===== src/rtl/ecc_pkg.sv =====
package ecc_pkg;
  localparam logic [7:0] MODE_CLR  = 8'hF4;
  localparam logic [7:0] MODE_CALC = 8'hB4;
  localparam logic [7:0] MODE_READ = 8'hD4;

  typedef enum logic [1:0] {ST_IDLE, ST_CALC, ST_READ} ecc_state_t;
endpackage


===== src/rtl/ecc_half_acc.sv =====
// One 256-byte (2**IDX_W) Hamming accumulator; IDX_W must be 8 or less.
module ecc_half_acc #(
  parameter int IDX_W = 8
) (
  input  logic             clk,
  input  logic             rst_n,
  input  logic             clr,
  input  logic             en,
  input  logic [IDX_W-1:0] idx,
  input  logic [7:0]       data,
  output logic [7:0]       lp_lo_n,
  output logic [7:0]       lp_hi_n,
  output logic [7:0]       cp_n
);
  logic [15:0] lp_q;
  logic [15:0] lp_hit;
  logic [7:0]  col_q;
  logic [5:0]  cp;
  logic        par;

  assign par = ^data;

  // each index bit steers the byte parity into its even or odd line bit
  for (genvar k = 0; k < 8; k++) begin : g_line
    if (k < IDX_W) begin : g_used
      assign lp_hit[2*k]   = par & ~idx[k];
      assign lp_hit[2*k+1] = par &  idx[k];
    end else begin : g_unused
      assign lp_hit[2*k]   = 1'b0;
      assign lp_hit[2*k+1] = 1'b0;
    end
  end

  always_ff @(posedge clk) begin
    if (!rst_n || clr) begin
      lp_q  <= '0;
      col_q <= '0;
    end else if (en) begin
      lp_q  <= lp_q ^ lp_hit;
      col_q <= col_q ^ data;
    end
  end

  // column parity folded from the per-position XOR of all bytes
  always_comb begin
    cp = '0;
    for (int b = 0; b < 8; b++) begin
      for (int k = 0; k < 3; k++) begin
        cp[2*k + ((b >> k) & 1)] = cp[2*k + ((b >> k) & 1)] ^ col_q[b];
      end
    end
  end

  assign lp_lo_n = ~lp_q[7:0];
  assign lp_hi_n = ~lp_q[15:8];
  assign cp_n    = {~cp, 2'b11};
endmodule


===== src/rtl/ecc_result_seq.sv =====
module ecc_result_seq (
  input  logic        clk,
  input  logic        rst_n,
  input  logic        restart,
  input  logic        adv,
  input  logic [7:0]  a_lo,
  input  logic [7:0]  a_hi,
  input  logic [7:0]  a_cp,
  input  logic [7:0]  b_lo,
  input  logic [7:0]  b_hi,
  input  logic [7:0]  b_cp,
  output logic [15:0] word
);
  logic [1:0] ptr_q;

  always_ff @(posedge clk) begin
    if (!rst_n || restart) ptr_q <= 2'd0;
    else if (adv)          ptr_q <= (ptr_q == 2'd2) ? 2'd0 : ptr_q + 2'd1;
  end

  always_comb begin
    case (ptr_q)
      2'd0:    word = {a_hi, a_lo};
      2'd1:    word = {b_lo, a_cp};
      default: word = {b_cp, b_hi};
    endcase
  end
endmodule


===== src/rtl/ecc_page_acc.sv =====
module ecc_page_acc
  import ecc_pkg::*;
#(
  parameter int HALF_LOG2 = 8
) (
  input  logic        clk,
  input  logic        rst_n,
  input  logic        mode_we,
  input  logic [7:0]  mode_val,
  input  logic        in_valid,
  output logic        in_ready,
  input  logic [7:0]  in_byte,
  output logic        res_valid,
  input  logic        res_ready,
  output logic [15:0] res_word
);
  localparam int CNT_W      = HALF_LOG2 + 2;
  localparam int PAGE_BYTES = 2 ** (HALF_LOG2 + 1);

  ecc_state_t       state_q;
  logic [CNT_W-1:0] byte_cnt;
  logic             calc_on;
  logic             take;
  logic             clr;
  logic [7:0]       lo_n [2];
  logic [7:0]       hi_n [2];
  logic [7:0]       cpb_n [2];

  assign calc_on   = (state_q == ST_CALC);
  assign take      = calc_on && in_valid && (byte_cnt < CNT_W'(PAGE_BYTES));
  assign clr       = mode_we && (mode_val == MODE_CLR);
  assign in_ready  = 1'b1;
  assign res_valid = (state_q == ST_READ);

  always_ff @(posedge clk) begin
    if (!rst_n) begin
      state_q <= ST_IDLE;
    end else if (mode_we) begin
      case (mode_val)
        MODE_CALC: state_q <= ST_CALC;
        MODE_READ: state_q <= ST_READ;
        default:   state_q <= ST_IDLE;
      endcase
    end
  end

  always_ff @(posedge clk) begin
    if (!rst_n || clr) byte_cnt <= '0;
    else if (take)     byte_cnt <= byte_cnt + 1'b1;
  end

  for (genvar h = 0; h < 2; h++) begin : g_half
    ecc_half_acc #(.IDX_W(HALF_LOG2)) u_half (
      .clk     (clk),
      .rst_n   (rst_n),
      .clr     (clr),
      .en      (take && (byte_cnt[HALF_LOG2] == 1'(h))),
      .idx     (byte_cnt[HALF_LOG2-1:0]),
      .data    (in_byte),
      .lp_lo_n (lo_n[h]),
      .lp_hi_n (hi_n[h]),
      .cp_n    (cpb_n[h])
    );
  end

  ecc_result_seq u_seq (
    .clk     (clk),
    .rst_n   (rst_n),
    .restart (mode_we && (mode_val == MODE_READ)),
    .adv     (res_valid && res_ready),
    .a_lo    (lo_n[0]),
    .a_hi    (hi_n[0]),
    .a_cp    (cpb_n[0]),
    .b_lo    (lo_n[1]),
    .b_hi    (hi_n[1]),
    .b_cp    (cpb_n[1]),
    .word    (res_word)
  );
endmodule


===== config.mk =====
export PLATFORM = sky130hd
export DESIGN_NAME = ecc_page_acc
export DESIGN_NICKNAME = d
export VERILOG_FILES = /design/src/rtl/ecc_pkg.sv /design/src/rtl/ecc_half_acc.sv /design/src/rtl/ecc_result_seq.sv /design/src/rtl/ecc_page_acc.sv
export SDC_FILE = /design/constraint.sdc
export NUM_CORES = 1
export LEC_CHECK = 0
export BUFFER_PORTS_ARGS = -buffer_cell sky130_fd_sc_hd__buf_2
export CAP_MARGIN = 30
export CORE_UTILIZATION = 39
export CTS_BUF_LIST = sky130_fd_sc_hd__clkbuf_2
export CTS_CLUSTER_SIZE = 10
export DETAILED_ROUTE_END_ITERATION = 7
export SETUP_SLACK_MARGIN = 0.1
export SYNTH_ARGS = -nofsm -noshare
export SYNTH_HDL_FRONTEND = slang
export SYNTH_SLANG_ARGS = --single-unit

===== constraint.sdc =====
create_clock -name clk -period 2.71 [get_ports clk]
set_clock_uncertainty 0.05 [all_clocks]
set_input_delay 0.6775 -clock clk [delete_from_list [all_inputs] [get_ports clk]]
set_output_delay 0.6775 -clock clk [all_outputs]
set_load 0.01 [all_outputs]

==> results of run 1 <==
## path summary, 6_finish.rpt
kind                                                start                         to  slack (ps)  depth (start not counted)
worst max-delay path            g_half[0].u_half.col_q[2]                res_word[6]         230                          5
worst min register to register   g_half[0].u_half.lp_q[4]   g_half[0].u_half.lp_q[4]         440                          2
worst min-delay path                                rst_n                 state_q[1]         390                          3
worst max register to register                 state_q[0]  g_half[1].u_half.lp_q[10]         630                          5
## metal layers
layer / part of all wire, % / track usage, % / vias to the layer above
met3: 3.2 / 4.23 / 9
met1: 48 / 23.9 / 1314
met2: 48 / 29.8 / 39
li1: - / - / 1430
met5: 0 / 0 / -
met4: 1.4 / 7.31 / 0
## power by group through the flow
stage	Combinational (mW)	Sequential, mW	Clock (mW)
3_5_place_dp	0.188	0.932	0
2_1_floorplan	0.124	0.932	0
5_1_grt	0.204	0.913	0.740
3_3_place_gp	0.184	0.932	0
4_1_cts	0.188	0.914	0.695
6_report	0.190	0.912	0.674
## sequential cells by signal, summed over array words and instances (netlist names)
name,count
g_half.u_half.col_q,16
state_q,2
byte_cnt,10
g_half.u_half.lp_q,32
u_seq.ptr_q,2
## placed cells by master (no fill, tap or decap), drive strengths merged, types with 16 or more instances in the layout
| cell type | synthesis | layout |
|---|---|---|
| buf | 13 | 47 |
| o31ai | 16 | 16 |
| a21oi | 51 | 51 |
| nand2 | 43 | 43 |
| xnor2 | 34 | 34 |
| dfxtp | 62 | 62 |
| o21ai | 17 | 17 |
| nor2 | 41 | 41 |
| or4 | 16 | 16 |
| xor2 | 26 | 26 |
| or3 | 16 | 16 |
## repair_timing
action                     in CTS  in global routing
hold buffers                    0                  0
pin swaps                       0                  2
setup endpoints to repair       4                 12
resized for setup               4                 18
## cell type report
| class | instances | area [µm²] |
|---|---|---|
| sequential | 62 | 1260 |
| multi-input combinational | 302 | 1920 |
| fill | 802 | 4100 |
| tap | 102 | 128 |
| clock inverter | 7 | 96.3 |
| clock buffer | 9 | 45.0 |
| inverter | 1 | 3.75 |
| timing repair buffer | 47 | 293 |
## cells by family (layout without fill, tap and decap cells)
kind of cell,count (synthesis),count (layout),share of synthesized area [%]
buffers and inverters,36,64,4.53
XOR/XNOR,60,60,16.3
AND/OR/NAND/NOR,141,141,21.8
other,1,1,0.116
adder cells (fa/ha/maj),1,1,0.388
multiplexers,9,9,2.79
flip-flops,62,62,38.4
AO/OA/AOI/OAI,90,90,15.7
## worst reg2reg max path, cell delays in order, from the launching register on
cell and delay [ps]:
dfxtp_1 380, nor4bb_1 290, buf_4 220, nand2_1 340, or4_1 590, a21oi_1 140
## metrics by stage
step                setup WS (ps)  util, %  instance area, µm²  power [mW]
global placement              357     44.7                3510        1.12
finish                        229     47.7                3740        1.78
detailed placement            319     44.7                3510        1.12
global route                 95.4     47.7                3740        1.86
floorplan                     563        -                3230        1.06
CTS                           111     46.8                3680        1.80
==> flow_metrics.tcl, run 1 <==
set metrics [dict create \
    synth_top_area_share_pct 38.4 \
    cts_tree "done" \
    critPathLaunchType "register" \
    clkSlewWorstSetupHoldPaths_ps 180 \
    slew_headroom_pct 64.0 \
    syn_inst 400 \
    synth_enable_flop_cells 0 \
    post-cts-setup-buffer-count 0 \
    finalSetupTns_ps 0 \
    dieWidth_um 93.0 \
    critPathRequiredTime_ps 1980 \
    p_seq_share_pct 51.4 \
    synth_nets 422 \
    pwr-share-clk_pct 37.9 \
    slowest_delay_ps 390 \
    max_freq_ghz 0.403 \
    power.density_mw_per_mm2 474 \
    antenna_cells 0 \
    cts_buffers 9 \
    p_int_mw 1.27 \
    synth_cell_types 33 \
    root_buffer "clkbuf_2" \
    cp_slowest_cell "dfxtp_2" \
    place_inst 514 \
    grt_pass1_wl_um 12300 \
    antenna_found_initial 0 \
    ys_seq_elements 62 \
    synth.most_common_cell "dfxtp_1" \
    pwr-share-comb_pct 10.7 \
    max_slew.worst_pin.slew_ps 539 \
    hold_viol 0 \
    period_needed_ps 2480 \
    firstDrtPassIters 4 \
    grt_setup_unrepaired "no" \
    via_count 2792 \
    synth_ff_type "dfxtp_1" \
    hold_path.class "input pin to register" \
    dpl.hpwl_um 5250 \
    yosysTopAreaCell "dfxtp_1" \
    cp_max_fo 3 \
    fin_nets 445 \
    die_area_mm2 0.00865 \
    period_share_pct 91.5 \
    layout-drive-gt1-share_pct 19.6 \
    ys_seq_area_share_pct 38.4 \
    clk_latency_ps 490 \
    power.leakage_nw 1.21 \
    synth_area_leaders "dfxtp_1, xnor2_1, a21oi_1, xor2_1, nand2_1" \
    mappedNetlistArea_mm2 0.00323 \
    whs_ps 393 \
    cp_top_family "flip-flops" \
    setup_viol 0 \
    grt_overflow 0 \
    path_buf_inv 1 \
    syn_to_final_growth_pct 16.0 \
    outcome "complete, no violations" \
    ir_drop_uv 271 \
    viasPerCell 5.27 \
    drc_errors 0 \
    htree_levels 3 \
    wirelength_um 7570 \
    ios 39 \
    port_buffers 37 \
    syn_area_per_cell_um2 8.07 \
    core_area_mm2 0.00785 \
    synth_common_cells "dfxtp_1, a21oi_1, nand2_1, nor2_1, xnor2_1" \
    start_util_pct 41.1 \
    cts_buffer_depth 2 \
    cts.sinks 62 \
    final_antenna_net_count 0 \
    gr-usage-all-layers_pct 18.5 \
    async_flop_share_pct 0 \
    num_rows 32 \
    switching_share_pct 28.2 \
    switchingPower_uw 501 \
    wl_per_cell_um 14.3 \
    end_kind "output port" \
    drt_iter0_drc 132 \
    die_h_um 93.0 \
    critPathKind "register to output port" \
    maxCapViolations 0 \
    grt_pass1_vias 2592 \
    slew_viol_final 0 \
    worstPathCellList "xnor2_2 > xnor2_1 > a211oi_1 > a21oi_1 > buf_2" \
    arrival_ps 1750 \
    final-instance-count-excl-fill 530 \
    grt_max_degree 64 \
    ys_warn_count 0 \
    gp_congestion 0.751 \
]
Note: power is estimated with default switching activity, not from simulation.
==> run 2, diff against run 1 <==
--- a/config.mk
+++ b/config.mk
@@ -11,7 +11,8 @@
 export CTS_BUF_LIST = sky130_fd_sc_hd__clkbuf_2
 export CTS_CLUSTER_SIZE = 10
 export DETAILED_ROUTE_END_ITERATION = 7
-export SETUP_SLACK_MARGIN = 0.1
+export RECOVER_POWER = 25
+export SETUP_SLACK_MARGIN = 0.4
 export SYNTH_ARGS = -nofsm -noshare
 export SYNTH_HDL_FRONTEND = slang
 export SYNTH_SLANG_ARGS = --single-unit
==> run 2 against run 1 <==
  * Power down 0.24%
  * Clock power about the same
  * Fmax up 0.77%
  * Final cell count up 1.7%
  * Routed wire length up 6.4%
  * Critical endpoint is now res_word[7]
  * Largest cell class unchanged
  * Highest routed layer unchanged
==> flow_metrics.tcl, run 2 (same netlist as run 1, synthesis figures left out) <==
set metrics [dict create \
    cp_max_fo 3 \
    final_util_pct 51.9 \
    pwr-share-clk_pct 38.2 \
    ir_drop_uv 321 \
    power.leakage_nw 1.33 \
    die_area_mm2 0.00865 \
    max_slew.worst_pin.slew_ps 1090 \
    reg2reg_from "state_q[0]" \
    cts_buffer_depth 2 \
    firstDrtPassIters 7 \
    viasPerCell 5.34 \
    setup_viol 0 \
    outcome "complete, no violations" \
    maxCapViolations 0 \
    hold_end "state_q[1]" \
    drc_errors 0 \
    final_cell_mix "a21oi_1, dfxtp_1, nand2_1" \
    switchingPower_uw 508 \
    r2r_slack_ps 630 \
    die_h_um 93.0 \
    htree_levels 3 \
    slew_viol_final 0 \
    period_needed_ps 2460 \
    critPathRequiredTime_ps 1980 \
    hold_path.startpoint "rst_n" \
    arrival_ps 1730 \
    end_kind "output port" \
    slew_headroom_pct 27.4 \
    reg2reg_depth 5 \
    cts_buffers 9 \
    critPathLaunchType "register" \
    grt_max_degree 64 \
    antenna_cells 0 \
    max_freq_ghz 0.406 \
    top_register "g_half.u_half.lp_q" \
    layout-drive-gt1-share_pct 25.9 \
    grt_pass1_wl_um 13300 \
    antenna_found_initial 0 \
    largestRegisters "g_half.u_half.lp_q x32, g_half.u_half.col_q x16, byte_cnt x10" \
    root_buffer "clkbuf_2" \
    ios 39 \
    pwr-share-comb_pct 10.8 \
    p_seq_share_pct 50.9 \
    reg2reg_to "g_half[1].u_half.lp_q[12]" \
    power.density_mw_per_mm2 435 \
    hold_path.class "input pin to register" \
    core_area_mm2 0.00785 \
    wl_per_cell_um 14.9 \
    fin_nets 454 \
    cts.sinks 62 \
    hold_buffers 0 \
    gp_congestion 0.751 \
    drt_iter0_drc 166 \
    clk_latency_ps 490 \
    holdPathStages 3 \
    largest_reg_flops 32 \
    dpl.hpwl_um 5250 \
    port_buffers 37 \
    num_rows 32 \
    grt_setup_unrepaired "yes" \
    syn_to_final_growth_pct 26.2 \
    critPathKind "register to output port" \
    start_util_pct 41.1 \
    clkSlewWorstSetupHoldPaths_ps 190 \
    dieWidth_um 93.0 \
    grt_overflow 0 \
    grt_pass1_vias 2691 \
    period_share_pct 90.8 \
    cts_tree "done" \
    via_count 2879 \
    switching_share_pct 28.7 \
    p_int_mw 1.26 \
    wirelength_um 8050 \
    mostFrequentLayoutCell "a21oi_1" \
    gr-usage-all-layers_pct 20.1 \
    final_antenna_net_count 0 \
    hold_viol 0 \
    finalSetupTns_ps 0 \
]
[run 2: changes by cell type in the layout (fill, tap and decap cells not counted), sizes merged]
cell and change:
buf +6, clkbuf +2, bufbuf +1
[run 2: worst max-delay path by stage]
stage / startpoint / endpoint / slack, ps / cells after the start
finish: g_half[0].u_half.col_q[5] / res_word[7] / 250 / 5
global route: g_half[0].u_half.col_q[2] / res_word[6] / 140 / 5
CTS: g_half[0].u_half.col_q[5] / res_word[7] / 240 / 5
detailed placement: in_valid / g_half[1].u_half.lp_q[12] / 320 / 6
global placement: in_valid / g_half[1].u_half.lp_q[12] / 360 / 6
floorplan: in_valid / g_half[1].u_half.lp_q[12] / 560 / 6
[run 2: stage by stage]
step                      instance area [µm²]  setup WS [ps]  total power [mW]  cells  hold WS [ps]
after floorplan                          3230            563              1.06    400           391
after global placement                   3510            357              1.12    514           409
after detailed placement                 3510            319              1.12    514           421
after CTS                                4030            242              1.79    538           355
after global routing                     4080            139              1.85    539           323
final                                    4080            248              1.77    539           395
[run 2: final cells by class]
class                   count  area [µm²]
repair buffers             56         453
multi-input cells         302        2060
flip-flops and latches     62        1290
well taps                 102         128
clock buffers               9        45.0
inverters                   1        3.75
clock inverters             7        96.3
fillers                   763        3770
[run 2: worst max-delay path: stages (launching register included)]
cell	delay, ps
dfxtp_4	420
xnor2_4	170
xnor2_2	270
a211oi_2	110
a21oi_1	120
buf_2	140
[run 2: timing repair]
item,in CTS,in global routing
gates cloned,3,0
resized for setup,56,7
setup endpoints to repair,16,16
buffers inserted,5,1
pin swaps,10,5
[run 2: power groups by stage]
stage / combinational [mW] / clock (mW) / sequential [mW]
floorplan: 0.124 / 0 / 0.932
global placement: 0.184 / 0 / 0.932
detailed placement: 0.188 / 0 / 0.932
CTS: 0.189 / 0.695 / 0.903
global route: 0.206 / 0.743 / 0.903
finish: 0.192 / 0.677 / 0.902
[run 2: routing by layer]
| metal | part of all wire (%) | wire (µm) | GRT usage [%] | vias up |
|---|---|---|---|---|
| met5 | 0 | 0 | 0 | - |
| met4 | 0.51 | 41 | 7.44 | 0 |
| met3 | 2.9 | 235 | 4.47 | 2 |
| met2 | 50 | 4010 | 32.7 | 47 |
| met1 | 47 | 3760 | 26.1 | 1383 |
| li1 | - | - | - | 1447 |
